===== config.mk =====
export PLATFORM = sky130hd
export DESIGN_NAME = i2c_cfg_slave
export DESIGN_NICKNAME = d
export VERILOG_FILES = /design/src/rtl/i2c_cfg_pkg.sv /design/src/rtl/i2c_cfg_ctrl.sv /design/src/rtl/i2c_cfg_regs.sv /design/src/rtl/i2c_cfg_slave.sv
export SDC_FILE = /design/constraint.sdc
export NUM_CORES = 1
export LEC_CHECK = 0
export BUFFER_PORTS_ARGS = -buffer_cell sky130_fd_sc_hd__buf_2
export CORE_MARGIN = 3
export CORE_UTILIZATION = 55
export CTS_BUF_LIST = sky130_fd_sc_hd__clkbuf_4 sky130_fd_sc_hd__clkbuf_8
export DETAILED_ROUTE_END_ITERATION = 16
export HOLD_SLACK_MARGIN = 0.08
export PLACE_DENSITY = 0.79
export SLEW_MARGIN = 20
export SYNTH_ARGS = -nofsm -noshare
export SYNTH_HDL_FRONTEND = slang
export SYNTH_SLANG_ARGS = --single-unit

===== constraint.sdc =====
create_clock -name clk -period 3.95 [get_ports clk]
set_input_delay 0.79 -clock clk [delete_from_list [all_inputs] [get_ports clk]]
set_output_delay 0.79 -clock clk [all_outputs]
set_load 0.02 [all_outputs]

===== src/rtl/i2c_cfg_pkg.sv =====
package i2c_cfg_pkg;

  typedef enum logic [2:0] {
    ST_IDLE,
    ST_ADDR,
    ST_PTR,
    ST_WDATA,
    ST_ACK,
    ST_RDATA,
    ST_RACK
  } busState_t;

  // Strobes from control to datapath, each one cycle wide
  typedef struct packed {
    logic rxShift;
    logic ptrLoad;
    logic regWrite;
    logic ptrInc;
    logic txLoad;
    logic txShift;
  } strobe_t;

endpackage


===== src/rtl/i2c_cfg_ctrl.sv =====
module i2c_cfg_ctrl
  import i2c_cfg_pkg::*;
#(
  parameter int          SYNC_STAGES = 2,
  parameter logic [5:0]  DEV_HI      = 6'b101100
) (
  input  logic       clk,
  input  logic       rstN,
  input  logic       sclIn,
  input  logic       sdaIn,
  input  logic       addrStrap,
  input  logic [7:0] rxByte,
  input  logic       txBit,
  output strobe_t    stb,
  output logic       sdaBit,
  output logic       sdaDriveLow
);

  logic [SYNC_STAGES-1:0] sclQ, sdaQ;
  logic sclD, sdaD, sclS, sdaS;
  logic sclRise, sclFall, startDet, stopDet;

  always_ff @(posedge clk or negedge rstN) begin
    if (!rstN) begin
      sclQ <= '1;
      sdaQ <= '1;
      sclD <= 1'b1;
      sdaD <= 1'b1;
    end else begin
      sclQ <= {sclQ[SYNC_STAGES-2:0], sclIn};
      sdaQ <= {sdaQ[SYNC_STAGES-2:0], sdaIn};
      sclD <= sclQ[SYNC_STAGES-1];
      sdaD <= sdaQ[SYNC_STAGES-1];
    end
  end

  assign sclS     = sclQ[SYNC_STAGES-1];
  assign sdaS     = sdaQ[SYNC_STAGES-1];
  assign sdaBit   = sdaS;
  assign sclRise  = sclS & ~sclD;
  assign sclFall  = ~sclS & sclD;
  assign startDet = sclS & sclD & sdaD & ~sdaS;
  assign stopDet  = sclS & sclD & ~sdaD & sdaS;

  busState_t  state, nState, afterAck, nAfter;
  logic [3:0] bitCnt, nCnt;
  logic       masterAck, nMAck;
  logic [6:0] devAddr;
  logic       addrHit;

  assign devAddr = {DEV_HI, addrStrap};
  assign addrHit = (rxByte[7:1] == devAddr) && (devAddr != 7'd0);

  always_comb begin
    nState = state;
    nAfter = afterAck;
    nCnt   = bitCnt;
    nMAck  = masterAck;
    stb    = '0;
    if (stopDet) begin
      nState = ST_IDLE;
    end else if (startDet) begin
      nState = ST_ADDR;
      nCnt   = 4'd0;
    end else begin
      unique case (state)
        ST_ADDR, ST_PTR, ST_WDATA: begin
          if (sclRise && bitCnt != 4'd8) begin
            stb.rxShift = 1'b1;
            nCnt        = bitCnt + 4'd1;
          end else if (sclFall && bitCnt == 4'd8) begin
            nCnt   = 4'd0;
            nState = ST_ACK;
            if (state == ST_ADDR) begin
              if (addrHit) nAfter = rxByte[0] ? ST_RDATA : ST_PTR;
              else         nState = ST_IDLE;
            end else if (state == ST_PTR) begin
              stb.ptrLoad = 1'b1;
              nAfter      = ST_WDATA;
            end else begin
              stb.regWrite = 1'b1;
              stb.ptrInc   = 1'b1;
              nAfter       = ST_WDATA;
            end
          end
        end
        ST_ACK: begin
          if (sclFall) begin
            nState = afterAck;
            nCnt   = 4'd0;
            if (afterAck == ST_RDATA) begin
              stb.txLoad = 1'b1;
              stb.ptrInc = 1'b1;
            end
          end
        end
        ST_RDATA: begin
          if (sclFall) begin
            if (bitCnt == 4'd7) begin
              nState = ST_RACK;
              nCnt   = 4'd0;
            end else begin
              stb.txShift = 1'b1;
              nCnt        = bitCnt + 4'd1;
            end
          end
        end
        ST_RACK: begin
          if (sclRise) begin
            nMAck = ~sdaS;
          end else if (sclFall) begin
            if (masterAck) begin
              nState     = ST_RDATA;
              stb.txLoad = 1'b1;
              stb.ptrInc = 1'b1;
            end else begin
              nState = ST_IDLE;
            end
          end
        end
        default: ;
      endcase
    end
  end

  always_ff @(posedge clk or negedge rstN) begin
    if (!rstN) begin
      state     <= ST_IDLE;
      afterAck  <= ST_IDLE;
      bitCnt    <= 4'd0;
      masterAck <= 1'b0;
    end else begin
      state     <= nState;
      afterAck  <= nAfter;
      bitCnt    <= nCnt;
      masterAck <= nMAck;
    end
  end

  assign sdaDriveLow = (state == ST_ACK) | ((state == ST_RDATA) & ~txBit);

endmodule


===== src/rtl/i2c_cfg_regs.sv =====
module i2c_cfg_regs
  import i2c_cfg_pkg::*;
#(
  parameter int         NUM_REGS = 28,
  parameter logic [7:0] ID_VALUE = 8'h12
) (
  input  logic                      clk,
  input  logic                      rstN,
  input  strobe_t                   stb,
  input  logic                      sdaBit,
  output logic [7:0]                rxByte,
  output logic                      txBit,
  output logic [(NUM_REGS-1)*8-1:0] regBus
);

  localparam int         WR_REGS  = NUM_REGS - 1;
  localparam logic [7:0] LAST_IDX = 8'(NUM_REGS - 1);

  logic [7:0] rxSh, txSh, ptr, rdData;

  always_ff @(posedge clk or negedge rstN) begin
    if (!rstN) begin
      rxSh <= 8'h00;
      txSh <= 8'hFF;
      ptr  <= 8'h00;
    end else begin
      if (stb.rxShift) rxSh <= {rxSh[6:0], sdaBit};
      if (stb.ptrLoad)     ptr <= rxSh;
      else if (stb.ptrInc) ptr <= (ptr >= LAST_IDX) ? 8'h00 : ptr + 8'h01;
      if (stb.txLoad)       txSh <= rdData;
      else if (stb.txShift) txSh <= {txSh[6:0], 1'b1};
    end
  end

  for (genvar i = 0; i < WR_REGS; i++) begin : g_reg
    logic [7:0] q;
    always_ff @(posedge clk or negedge rstN) begin
      if (!rstN)                                q <= 8'h00;
      else if (stb.regWrite && ptr == 8'(i))    q <= rxSh;
    end
    assign regBus[i*8 +: 8] = q;
  end

  always_comb begin
    rdData = 8'h00;
    for (int i = 0; i < WR_REGS; i++)
      if (ptr == 8'(i)) rdData = regBus[i*8 +: 8];
    if (ptr == LAST_IDX) rdData = ID_VALUE;
  end

  assign rxByte = rxSh;
  assign txBit  = txSh[7];

endmodule


===== src/rtl/i2c_cfg_slave.sv =====
module i2c_cfg_slave
  import i2c_cfg_pkg::*;
#(
  parameter int         NUM_REGS = 28,
  parameter logic [5:0] DEV_HI   = 6'b101100,
  parameter logic [7:0] ID_VALUE = 8'h12
) (
  input  logic                      clk,
  input  logic                      rstN,
  input  logic                      sclIn,
  input  logic                      sdaIn,
  input  logic                      addrStrap,
  output logic                      sdaDriveLow,
  output logic [(NUM_REGS-1)*8-1:0] regBus
);

  strobe_t    stb;
  logic       sdaBit, txBit;
  logic [7:0] rxByte;

  i2c_cfg_ctrl #(.SYNC_STAGES(2), .DEV_HI(DEV_HI)) ctrl (
    .clk(clk), .rstN(rstN), .sclIn(sclIn), .sdaIn(sdaIn),
    .addrStrap(addrStrap), .rxByte(rxByte), .txBit(txBit),
    .stb(stb), .sdaBit(sdaBit), .sdaDriveLow(sdaDriveLow)
  );

  i2c_cfg_regs #(.NUM_REGS(NUM_REGS), .ID_VALUE(ID_VALUE)) regs (
    .clk(clk), .rstN(rstN), .stb(stb), .sdaBit(sdaBit),
    .rxByte(rxByte), .txBit(txBit), .regBus(regBus)
  );

endmodule


==> impl_metrics.toml <==
[synthesis]
netlist-cell-type-count = 75
ys_seq_area_frac = 0.507
async_reset_ff_frac = 1.00
synth_area_leader_cell = "dfrtp_1"
synth-edff-count = 0
synth_ff_type = "dfrtp_1"
yosys_warnings = 0
synth_cells = 1159
ys_ff_latch = 257
syn_area_per_cell_um2 = 11.0
synth_top_area_frac = 0.478
synth_area_um2 = 12700
synth.net_count = 1170
synth.area.top_cells = "dfrtp_1, mux2_2, nand2_1"

[routing]
topRoutingLayerUsed = "met4"
dr.pass1.iters = 5
drt_iter0_markers = 1333
dr_wl_met2_mm = 21.4
drt_wl_total_mm = 46.7
vias = 11300
via_per_inst = 6.68
drt-met1-wl_mm = 19.0
dr_wl_met3_mm = 4.48
ant_nets = 0
drc = 0
wire_per_inst_um = 27.5

[grt]
grt_use_total = 0.370
antenna_found_initial = 0
grt_pass1_vias = 11200
grt_max_degree = 99
overflow = 0
grt_pass1_wl_mm = 69.5

[timing]
fmax_mhz = 306
finalHoldViolations = 0
holdWs_ns = 0.275
report.final.slew_viol_count = 0
setup_viol_count_final = 0
setup_tns_ns = 0
period_minus_slack_ns = 3.27
relSlewSlack = 0.414
worstMarginPinSlew_ns = 0.871
rsz0062_at_grt = "no"
finalCritPeriodShare = 0.828
fin_skew_ns = 0.0235

[floorplanning]
ios = 222
core_area_um2 = 22700
dieWidth_um = 158
dieArea_um2 = 25000
start_util = 0.560
die_h_um = 158
row_count = 55

[place]
dp_hpwl_mm = 32.9
io_buffers = 221
dp.cells = 1622
dpl-instance-area_um2 = 14200
gp_congestion = 1.01

[min_path]
min_path_type = "input pin to asynchronous set/reset pin"

[critical_path]
arrival_ns = 3.76
max_stage_delay_ns = 0.60
crit_path_end_kind = "flip-flop"
path_cells = "inv_1 > ha_2 > buf_4 > nand2b_1 > o22ai_1 > o21ai_0 > o211ai_1 > a31oi_1 > o311ai_1 > nand2_1"
critical_path.top_delay_family = "compound AO/OA/AOI/OAI gates"
critPathSlowestCell = "o21ai_0"
rrSetupSlack_ns = 0.68
rr_endpoint = "regs.txSh[7]"
critPathKind = "flip-flop to flip-flop"
worstSetupStartpointType = "flip-flop"
crit_fanout = 30
critPathBufInv = 2
r2r-start = "regs.ptr[0]"
cp.required_ns = 4.44
r2r_cells = 10

[cts]
post_cts_buffers = 0
hold_buffers = 0
worstSkewPairLatency_ns = 0.55
cts_buffer_depth = 3
cts-root-buf = "clkbuf_8"
clk_pin_slew_worst_paths_ns = 0.06
cts.sinks = 257
cts_resized = 0
cts_buffers = 42
cts_tree = "built"
htree_levels = 2

[flow_run]
drv_cap = 0

[layout]
stdcell_area_um2 = 15200
final_nets = 1392
final_common_cell = "dfrtp_1"
syn_to_final_growth_pct = 19.2
final_cell_mix = "dfrtp_1, buf_2, mux2_2, nand2_1, o21ai_0"
layout.cells.non_filler = 1697
n_antenna_cell = 0
drive_gt1_frac = 0.411

[run_status]
status = "finished clean"

[power]
cellLeakagePower_uw = 0.00780
ir_worst_vdd_mv = 0.445
powerDensity_nw_per_um2 = 408
p_total_uw = 6190
## registers in the layout, indices dropped and copies added (netlist names)
signal,cells
regs.g.q,216
ctrl.masterAck,1
regs.txSh,8
ctrl.sdaD,1
ctrl.sdaQ,2
ctrl.bitCnt,4
regs.ptr,8
ctrl.state,3
ctrl.sclD,1
ctrl.afterAck,3
regs.rxByte,8
ctrl.sclQ,2
## power breakdown
part           internal, µW  total, µW  leakage (µW)  switching (µW)
clock network          1590       2680      0.000515            1080
logic                   143        736       0.00377             593
registers              2720       2780       0.00352            62.2
## worst max-delay path by stage
stage / cells after the start / start / end
floorplan: 8 / regs.ptr[0] / regs.g_reg[18].q[0]
CTS: 10 / regs.ptr[0] / regs.txSh[7]
detailed placement: 10 / regs.ptr[0] / regs.txSh[7]
global placement: 10 / regs.ptr[0] / regs.txSh[7]
finish: 10 / regs.ptr[0] / regs.txSh[7]
global route: 10 / regs.ptr[0] / regs.txSh[7]
## cell type report
type / count / area, µm²
repair buffers: 260 / 1450
flip-flops and latches: 257 / 6450
well taps: 285 / 357
clock buffers: 63 / 779
multi-input cells: 802 / 5890
clock inverters: 12 / 189
inverters: 18 / 67.6
fillers: 1764 / 7530
## metal layers
| layer | vias to the layer above | global-route usage |
|---|---|---|
| met1 | 5728 | 0.510 |
| met2 | 728 | 0.573 |
| met4 | 0 | 0.150 |
| li1 | 4766 | - |
| met3 | 121 | 0.0809 |
| met5 | - | 0 |
## kinds of logic after synthesis
family / synth area share
flops: 0.507
xor+xnor: 0.00206
simple gates: 0.117
fa+ha+maj: 0.00590
compound gates: 0.150
buf+inv: 0.0316
mux: 0.187
## cell usage after synthesis (5+ instances only)
library cell	number
dfrtp_1	243
mux2_2	206
nand2_1	118
o21ai_0	64
clkbuf_1	56
a21oi_1	47
nor2_1	46
o22ai_1	39
nand3_1	28
a221oi_1	20
inv_1	18
buf_2	15
dfstp_2	14
nor3_1	14
a211oi_1	13
nand2b_1	13
a22oi_1	11
o211ai_1	11
a31oi_1	10
buf_1	10
nor2b_1	10
nand4_1	9
a211o_1	8
a221o_1	7
a32oi_1	7
and2_1	7
and3_1	7
nor2_2	7
ha_1	6
o2111ai_1	6
o221ai_1	6
nor4_1	5
o31ai_1	5
## worst register-to-register path, stage by stage (launching register included)
cell	delay (ns)
dfrtp_1	0.44
inv_1	0.11
ha_2	0.31
buf_4	0.39
nand2b_1	0.43
o22ai_1	0.17
o21ai_0	0.61
o211ai_1	0.18
a31oi_1	0.21
o311ai_1	0.23
nand2_1	0.13
## metrics by stage
stage | setup WS, ns | util
floorplan | 1.57 | -
global placement | 0.843 | 0.626
detailed placement | 0.854 | 0.626
CTS | 0.832 | 0.668
global route | 0.609 | 0.668
finish | 0.679 | 0.668
No activity file was read; power rests on OpenSTA's default activity.
